### config.mk
export PLATFORM = sky130hd
export DESIGN_NAME = adbus_seq
export DESIGN_NICKNAME = d
export VERILOG_FILES = /design/src/rtl/adbus_pkg.sv /design/src/rtl/adbus_ctrl.sv /design/src/rtl/adbus_dp.sv /design/src/rtl/adbus_seq.sv
export SDC_FILE = /design/constraint.sdc
export NUM_CORES = 1
export LEC_CHECK = 0
export CORE_MARGIN = 5
export CORE_UTILIZATION = 47
export DETAILED_ROUTE_END_ITERATION = 8
export HOLD_SLACK_MARGIN = 0.08
export PLACE_DENSITY = 0.93
export SYNTH_ARGS = -nofsm -noshare
export SYNTH_HDL_FRONTEND = slang
export SYNTH_SLANG_ARGS = --single-unit
### constraint.sdc
create_clock -name clk -period 2.3 [get_ports clk]
set_input_delay 0.23 -clock clk [delete_from_list [all_inputs] [get_ports clk]]
set_output_delay 0.23 -clock clk [all_outputs]
set_load 0.03 [all_outputs]
### src/rtl/adbus_pkg.sv
package adbus_pkg;
  localparam int ADDR_W  = 20;
  localparam int DATA_W  = 16;
  localparam int UPPER_W = ADDR_W - DATA_W;
  localparam int SEG_W   = 2;

  typedef enum logic [2:0] {
    ST_IDLE, ST_T1, ST_T2, ST_T3, ST_TW, ST_T4
  } busState_e;

  localparam logic [1:0] K_READ  = 2'b00;
  localparam logic [1:0] K_WRITE = 2'b01;
  localparam logic [1:0] K_INTA  = 2'b10;

  typedef struct packed {
    logic latchReq;
    logic addrPhase;
    logic addrDrive;
    logic statPhase;
    logic dataDrive;
    logic capture;
  } dpStrobe_t;
endpackage

### src/rtl/adbus_ctrl.sv
module adbus_ctrl
  import adbus_pkg::*;
(
  input  logic       clk,
  input  logic       rstN,
  input  logic       reqValid,
  input  logic       ready,
  input  logic [1:0] curKind,
  output dpStrobe_t  stb,
  output logic       reqReady,
  output logic       aleOut,
  output logic       rdN,
  output logic       wrN,
  output logic       intaN,
  output logic       doneOut
);
  busState_e stState, stNext;

  always_comb begin
    stNext = stState;
    unique case (stState)
      ST_IDLE: if (reqValid) stNext = ST_T1;
      ST_T1:   stNext = ST_T2;
      ST_T2:   stNext = ST_T3;
      ST_T3,
      ST_TW:   stNext = ready ? ST_T4 : ST_TW;
      ST_T4:   stNext = ST_IDLE;
      default: stNext = ST_IDLE;
    endcase
  end

  always_ff @(posedge clk or negedge rstN) begin
    if (!rstN) stState <= ST_IDLE;
    else       stState <= stNext;
  end

  logic strobeWin, dataWin, lastData;
  assign strobeWin = (stState == ST_T2) || (stState == ST_T3) || (stState == ST_TW);
  assign dataWin   = strobeWin || (stState == ST_T4);
  assign lastData  = ((stState == ST_T3) || (stState == ST_TW)) && ready;

  assign reqReady = (stState == ST_IDLE);
  assign aleOut   = (stState == ST_T1);
  assign doneOut  = (stState == ST_T4);
  assign rdN      = !(strobeWin && curKind == K_READ);
  assign wrN      = !(strobeWin && curKind == K_WRITE);
  assign intaN    = !(strobeWin && curKind == K_INTA);

  always_comb begin
    stb.latchReq  = (stState == ST_IDLE) && reqValid;
    stb.addrPhase = (stState == ST_T1);
    stb.addrDrive = (stState == ST_T1) && (curKind != K_INTA);
    stb.statPhase = dataWin;
    stb.dataDrive = dataWin && (curKind == K_WRITE);
    stb.capture   = lastData && (curKind == K_READ);
  end


  ale_single_chk: assert property (@(posedge clk) disable iff (!rstN)
    aleOut |=> !aleOut);

  strobe_excl_chk: assert property (@(posedge clk) disable iff (!rstN)
    $onehot0({!rdN, !wrN, !intaN}));

  wait_insert_chk: assert property (@(posedge clk) disable iff (!rstN)
    ((stState == ST_T3 || stState == ST_TW) && !ready) |=> (stState == ST_TW));

  done_pulse_chk: assert property (@(posedge clk) disable iff (!rstN)
    doneOut |=> (!doneOut && reqReady));
endmodule

### src/rtl/adbus_dp.sv
module adbus_dp
  import adbus_pkg::*;
(
  input  logic               clk,
  input  logic               rstN,
  input  dpStrobe_t          stb,
  input  logic [1:0]         reqKind,
  input  logic               reqIsMem,
  input  logic [ADDR_W-1:0]  reqAddr,
  input  logic               reqWord,
  input  logic [SEG_W-1:0]   reqSeg,
  input  logic [DATA_W-1:0]  reqWdata,
  input  logic               intEnable,
  input  logic [DATA_W-1:0]  adIn,
  output logic [1:0]         curKind,
  output logic [DATA_W-1:0]  adOut,
  output logic               adOe,
  output logic [UPPER_W-1:0] upperOut,
  output logic               bheN,
  output logic               memIo,
  output logic [DATA_W-1:0]  rdata
);
  logic [ADDR_W-1:0] addrQ;
  logic [1:0]        kindQ;
  logic              memQ, wordQ, ieQ;
  logic [SEG_W-1:0]  segQ;
  logic [DATA_W-1:0] wdataQ;

  always_ff @(posedge clk or negedge rstN) begin
    if (!rstN) begin
      addrQ  <= '0;
      kindQ  <= K_READ;
      memQ   <= 1'b0;
      wordQ  <= 1'b0;
      segQ   <= '0;
      wdataQ <= '0;
      memIo  <= 1'b0;
      ieQ    <= 1'b0;
      rdata  <= '0;
    end else begin
      ieQ <= intEnable;
      if (stb.latchReq) begin
        addrQ  <= reqAddr;
        kindQ  <= reqKind;
        memQ   <= reqIsMem;
        wordQ  <= reqWord;
        segQ   <= reqSeg;
        wdataQ <= reqWdata;
        memIo  <= reqIsMem;
      end
      if (stb.capture) rdata <= adIn;
    end
  end

  assign curKind = kindQ;

  logic [UPPER_W-1:0] statusWord;
  assign statusWord = {1'b0, ieQ, segQ};

  always_comb begin
    adOe  = stb.addrDrive || stb.dataDrive;
    adOut = '0;
    if (stb.addrDrive)      adOut = addrQ[DATA_W-1:0];
    else if (stb.dataDrive) adOut = wdataQ;
  end

  always_comb begin
    upperOut = '0;
    if (stb.addrPhase)
      upperOut = (memQ && kindQ != K_INTA) ? addrQ[ADDR_W-1:DATA_W] : '0;
    else if (stb.statPhase)
      upperOut = statusWord;
  end

  always_comb begin
    bheN = 1'b1;
    if (stb.addrPhase)
      bheN = (kindQ == K_INTA) ? 1'b0 : (wordQ ? 1'b0 : !addrQ[0]);
  end


  mio_hold_chk: assert property (@(posedge clk) disable iff (!rstN)
    !stb.latchReq |=> $stable(memIo));

  io_upper_chk: assert property (@(posedge clk) disable iff (!rstN)
    (stb.addrPhase && !memQ) |-> (upperOut == '0));
endmodule

### src/rtl/adbus_seq.sv
module adbus_seq
  import adbus_pkg::*;
(
  input  logic        clk,
  input  logic        rstN,
  input  logic        reqValid,
  input  logic [1:0]  reqKind,
  input  logic        reqIsMem,
  input  logic [19:0] reqAddr,
  input  logic        reqWord,
  input  logic [1:0]  reqSeg,
  input  logic [15:0] reqWdata,
  input  logic        intEnable,
  input  logic        ready,
  input  logic [15:0] adIn,
  output logic        reqReady,
  output logic [15:0] adOut,
  output logic        adOe,
  output logic [3:0]  upperOut,
  output logic        bheN,
  output logic        aleOut,
  output logic        rdN,
  output logic        wrN,
  output logic        intaN,
  output logic        memIo,
  output logic        doneOut,
  output logic [15:0] rdata
);
  dpStrobe_t  stb;
  logic [1:0] curKind;

  adbus_ctrl u_ctrl (
    .clk(clk), .rstN(rstN), .reqValid(reqValid), .ready(ready),
    .curKind(curKind), .stb(stb), .reqReady(reqReady), .aleOut(aleOut),
    .rdN(rdN), .wrN(wrN), .intaN(intaN), .doneOut(doneOut)
  );

  adbus_dp u_dp (
    .clk(clk), .rstN(rstN), .stb(stb), .reqKind(reqKind),
    .reqIsMem(reqIsMem), .reqAddr(reqAddr), .reqWord(reqWord),
    .reqSeg(reqSeg), .reqWdata(reqWdata), .intEnable(intEnable),
    .adIn(adIn), .curKind(curKind), .adOut(adOut), .adOe(adOe),
    .upperOut(upperOut), .bheN(bheN), .memIo(memIo), .rdata(rdata)
  );


  read_release_chk: assert property (@(posedge clk) disable iff (!rstN)
    !rdN |-> !adOe);
endmodule

## After elaboration in Yosys (flattened, before gate mapping)

Index checks and enable logic that the tools add are counted.

| storage, ports and cells | value |
|---|---|
| flip-flop bits (word level) | 62 |
| bits in read-only memories | 0 |
| memory bits (writable) | 0 |
| bits in latches | 0 |
| bits of input ports | 63 |
| memories | 0 |

| cells by class | value |
|---|---|
| divide/modulo/power cells | 0 |
| bitwise logic cells | 0 |
| order comparisons | 0 |
| multiply operators | 0 |
| shifts and indexed selects | 0 |
| equality and inequality tests | 9 |
| muxes and demuxes | 11 |
| $add $sub $neg | 0 |
| reduce and logical (&&, ||, !) cells | 21 |

Operators with widths:

| cell | number |
|---|---|
| two-way mux 16 bit | 2 |
| case mux 3 bit (4 select lines) | 1 |
| logical AND 1 bit | 9 |
| two-way mux 4 bit | 2 |
| == test 3 x 2 -> 1 bit (second input constant) | 2 |
| == test 3 bit (second input constant) | 2 |
| two-way mux 3 bit | 2 |
| logical OR 1 bit | 5 |
| zero test 1 bit | 4 |
| two-way mux 1 bit | 4 |
| inequality test 2 bit (second input constant) | 2 |
| == test 3 x 1 -> 1 bit (second input constant) | 1 |
| zero test 3 bit | 1 |
| == test 2 x 1 -> 1 bit (second input constant) | 1 |
| == test 2 bit (second input constant) | 1 |
| zero test 2 bit | 1 |
| OR reduction 2 bit | 1 |

## Depth between registers and ports, before layout

| depth | value |
|---|---|
| depth in word-level cells | 7 |
| depth in mapped cells | 6 |
| gate-level depth less buffers | 3 |

## Hierarchy

A second synthesis with hierarchy kept.

| unflattened totals | value |
|---|---|
| cell total of the unflattened synthesis | 198 |
| area total of the unflattened synthesis | 2909.0 um^2 |

By module, submodules not included:

| module | area an instance (um^2) | times used | cells an instance | sequential area each (um^2) |
|---|---|---|---|---|
| adbus_dp | 2628.8 | 1 | 165 | 1476.4 |
| adbus_ctrl | 280.3 | 1 | 33 | 75.1 |

## Least setup slack after synthesis

OpenSTA, ideal clock, no wires.

| timing path | value |
|---|---|
| path type | reg-to-output |
| start point | reg u_ctrl.stState[1] |
| end point | out upperOut[3] |
| cell stages (with the launch flop) | 6 |
| data required time | 2.070 ns |
| arrival time | 2.139 ns |
| setup slack | -0.069 ns |
| path through | dfrtp_1 > buf_4 > nor3b_1 > and2b_1 > buf_2 > and3_1 |

| on the way | value |
|---|---|
| word-level cells in the longest chain between the ends | 2 |

Ends and longest elaborated chain:

| item | line | RTL |
|---|---|---|
| from (decl) | adbus_ctrl.sv:17 | `busState_e stState, stNext;` |
| from (signal assigned) | adbus_ctrl.sv:34 | `else stState <= stNext;` |
| == test 3 x 1 -> 1 bit | -- |  |
| net aleOut | adbus_seq.sv:21 | `output logic aleOut,` |
| two-way mux 4 bit | adbus_dp.sv:69 | `if (stb.addrPhase)` |
| to (decl) | adbus_seq.sv:19 | `output logic [3:0] upperOut,` |

The timed path passes the listed nets, and every way through them passes these cells.

## Worst setup path in the final report

| timing path | value |
|---|---|
| start point | reg u_dp.kindQ[1], in the netlist u_dp.curKind[1] |
| end point | out upperOut[1] |

| on the way | value |
|---|---|
| word-level cells in the longest chain between the ends | 4 |

Ends and longest elaborated chain:

| item | line | RTL |
|---|---|---|
| from (decl) | adbus_dp.sv:24 | `logic [1:0] kindQ;` |
| from (signal assigned) | adbus_dp.sv:44 | `kindQ <= reqKind;` |
| inequality test 2 bit | adbus_dp.sv:70 | `upperOut = (memQ && kindQ != K_INTA) ? addrQ[ADDR_W-1:DATA_W] : '0;` |
| logical AND 1 bit | adbus_dp.sv:70 |  |
| two-way mux 4 bit | adbus_dp.sv:70 |  |
| two-way mux 4 bit | adbus_dp.sv:69 |  |

No other way between the ends.

==> results.cfg <==
[pwr]
power_density_mw_per_mm2 = 1468
net-switching-power_mw = 2.299
leakage_nw = 1.759
p_clk_share_pct = 13.6
ir_drop_v = 0.0008714
internal-power_mw = 3.589
p_comb_share_pct = 52.2
p_seq_share_pct = 34.3
switching_share_pct = 39.04

[place]
dpl.hpwl_mm = 4.741
place.gp.congestion = 0.7276
numPortBuffers = 107
place_inst = 359
place_ws_ps = 276.4

[floorplan]
die-height_um = 86.70
dieArea_mm2 = 0.007517
rows = 28
ios = 108
fp.coreArea_mm2 = 0.005816
fp.dieW_um = 86.70
initial_utilization_pct = 47.55

[global_route]
grt_use_total_pct = 18.04
grt_pass1_vias = 2117
grt_max_degree = 43
grt_remaining_overflow = 0
antenna_found_initial = 0
grt_pass1_wl_mm = 10.36

[clocking]
cts.sinks = 62
cts_tree = done
cts_buffers = 9
clockBufferDepth = 2
path_clk_slew_ps = 60
root_buffer = clkbuf_8
htree_levels = 3
clk_latency_ps = 330

[finish]
multi_input_area_mm2 = 0.001105
area.growth.synth_to_final_pct = 45.02
nNetsFinal = 359
regArea_mm2 = 0.001555
fillers = 422
drive_gt1_share_pct = 36.58
num_antenna_cells = 0
stdcell_count = 373

[drt]
num_vias = 1901
dr.pass1.iters = 4
routedWlPerCell_um = 17.27
drtIter0Drc = 45
vias_per_cell = 5.097
final_antenna_net_count = 0
wl_mm = 6.443
drc = 0

[setup_path]
critPathCaptureType = primary output
required_ps = 2070
crit_fanout = 12
cp-start-kind = flip-flop
arrival_ps = 1900
path_class = flip-flop to primary output

[synth]
synth.cell_area_mm2 = 0.002765
synth_edf_count = 0
async_flop_share_pct = 100.0
seq_area_frac_synth_pct = 56.11
syn_nets = 247
syn_inst = 184
synth.distinct_cells = 30
synth_ff_type = dfrtp_1
ys_ff_latch = 62
yosysWarnings = 0
synth_area_per_cell_um2 = 15.03

[sta]
fin_crit_sh_pct = 92.76
worst_pin_slew_ps = 682.2
worst_slack_ps = 166.6
slew_violations = 0
skew_ps = 8.810
min_period_ps = 2133
hold_viol = 0
rsz0062_at_grt = false
setup_viol = 0
timing.fmax_mhz = 468.7
relSlewSlack_pct = 54.52
setup_tns_ps = 0

[run]
max_cap_viol_count = 0

[hold_path]
hold_path_class = primary input to flip-flop

[status]
status = finished clean
through the flow:
step	cell area [um^2]	hold slack [ps]	utilization, %	power [mW]
final	4010	379.1	68.95	5.888
after global routing	4010	361.2	68.95	6.216
after CTS	3998	361.3	68.74	5.947
after detailed placement	3829	303.1	65.83	5.127
after global placement	3829	313.2	65.83	5.019
after floorplan	2770	-65.59	-	4.050
cells in the final DEF (no fill, tap or decap), types with 2 or more instances in the layout:
master / count
dfrtp_1: 59
nand2b_1: 2
or2_2: 2
dfrtp_2: 3
nor2_1: 2
nand2_1: 5
mux2_2: 48
mux2_4: 10
a22o_1: 16
buf_12: 2
dlygate4sd2_1: 3
and3b_1: 2
clkdlybuf4s50_1: 82
clkinv_2: 2
a32o_1: 3
nor2b_1: 4
clkbuf_8: 11
buf_4: 24
worst max-delay path, cell delays in order, from the launching register on:
cell	delay, ps
dfrtp_1	380
nor2b_1	300
and2b_1	250
buf_4	180
a32o_1	290
buf_4	170
path summary, 6_finish.rpt:
path                                          startpoint                            end  slack (ps)  cells past startpoint
min                                            intEnable             u_dp.ieQ$_DFF_PN0_         380                      1
min reg2reg                   u_dp.addrQ[19]$_DFFE_PN0P_     u_dp.addrQ[19]$_DFFE_PN0P_         510                      1
max reg2reg                u_ctrl.stState[1]$_DFFE_PN0P_     u_dp.rdata[12]$_DFFE_PN0P_         600                      4
max                          u_dp.curKind[1]$_DFFE_PN0P_                    upperOut[1]         170                      5
max in group asynchronous                           rstN  u_ctrl.stState[1]$_DFFE_PN0P_        1180                      3
min in group asynchronous                           rstN    u_dp.wdataQ[11]$_DFFE_PN0P_         490                      2
synth_stat cells (2+ instances only):
| master | number | share of area, % |
|---|---|---|
| nand2b_1 | 2 | 0.45 |
| a22o_1 | 16 | 5.1 |
| a32o_1 | 3 | 1.1 |
| nor2_1 | 2 | 0.27 |
| nor2b_1 | 4 | 0.90 |
| dfrtp_1 | 62 | 56 |
| buf_6 | 5 | 2.0 |
| nand2_1 | 5 | 0.68 |
| and3b_1 | 2 | 0.63 |
| mux2_4 | 10 | 5.4 |
| or2_2 | 2 | 0.45 |
| buf_4 | 5 | 1.4 |
| mux2_2 | 48 | 20 |
| and2_1 | 2 | 0.45 |
what timing repair did:
action                     CTS  global route
resized for setup            4             4
cloned                       0             0
hold endpoints to repair    29             0
setup endpoints to repair    5            20
buffers inserted             0             0
hold buffers                 1             0
final cells by class:
class / instances / share of cell area (%)
clock buffers: 11 / 3.775
well taps: 75 / 2.340
clock inverters: 2 / 0.2496
flip-flops and latches: 62 / 38.78
repair buffers: 114 / 27.30
multi-input cells: 109 / 27.55
cell families after synthesis:
group           share of synthesized area [%]
flops                                   56.11
mux                                     24.98
compound gates                          8.190
simple gates                            5.656
buf+inv                                 4.434
xor+xnor                               0.6336
registers in the layout, indices dropped and copies added (netlist names):
name and cells:
u_ctrl.stState 3, u_dp.wdataQ 16, u_dp.addrQ 20, u_dp.segQ 2, u_dp.curKind 2, u_dp.memIo 1, u_dp.ieQ 1, u_dp.rdata 16
u_dp.wordQ 1
power groups by stage:
stage	combinational (mW)	clock (mW)	sequential (mW)
2_1_floorplan	1.88	0	2.17
3_3_place_gp	3.04	0	1.98
3_5_place_dp	3.10	0	2.02
4_1_cts	3.11	0.824	2.01
5_1_grt	3.25	0.875	2.09
6_report	3.07	0.799	2.02
metal layers:
layer  up-vias  GRT usage (%)  part of all wire [%]
li1        887              -                     -
met1       939          20.21                    39
met2        64          31.57                    53
met3        11          5.133                   6.3
met4         0          8.357                   1.6
met5         -              0                     0
(Power assumes the default switching activity.)
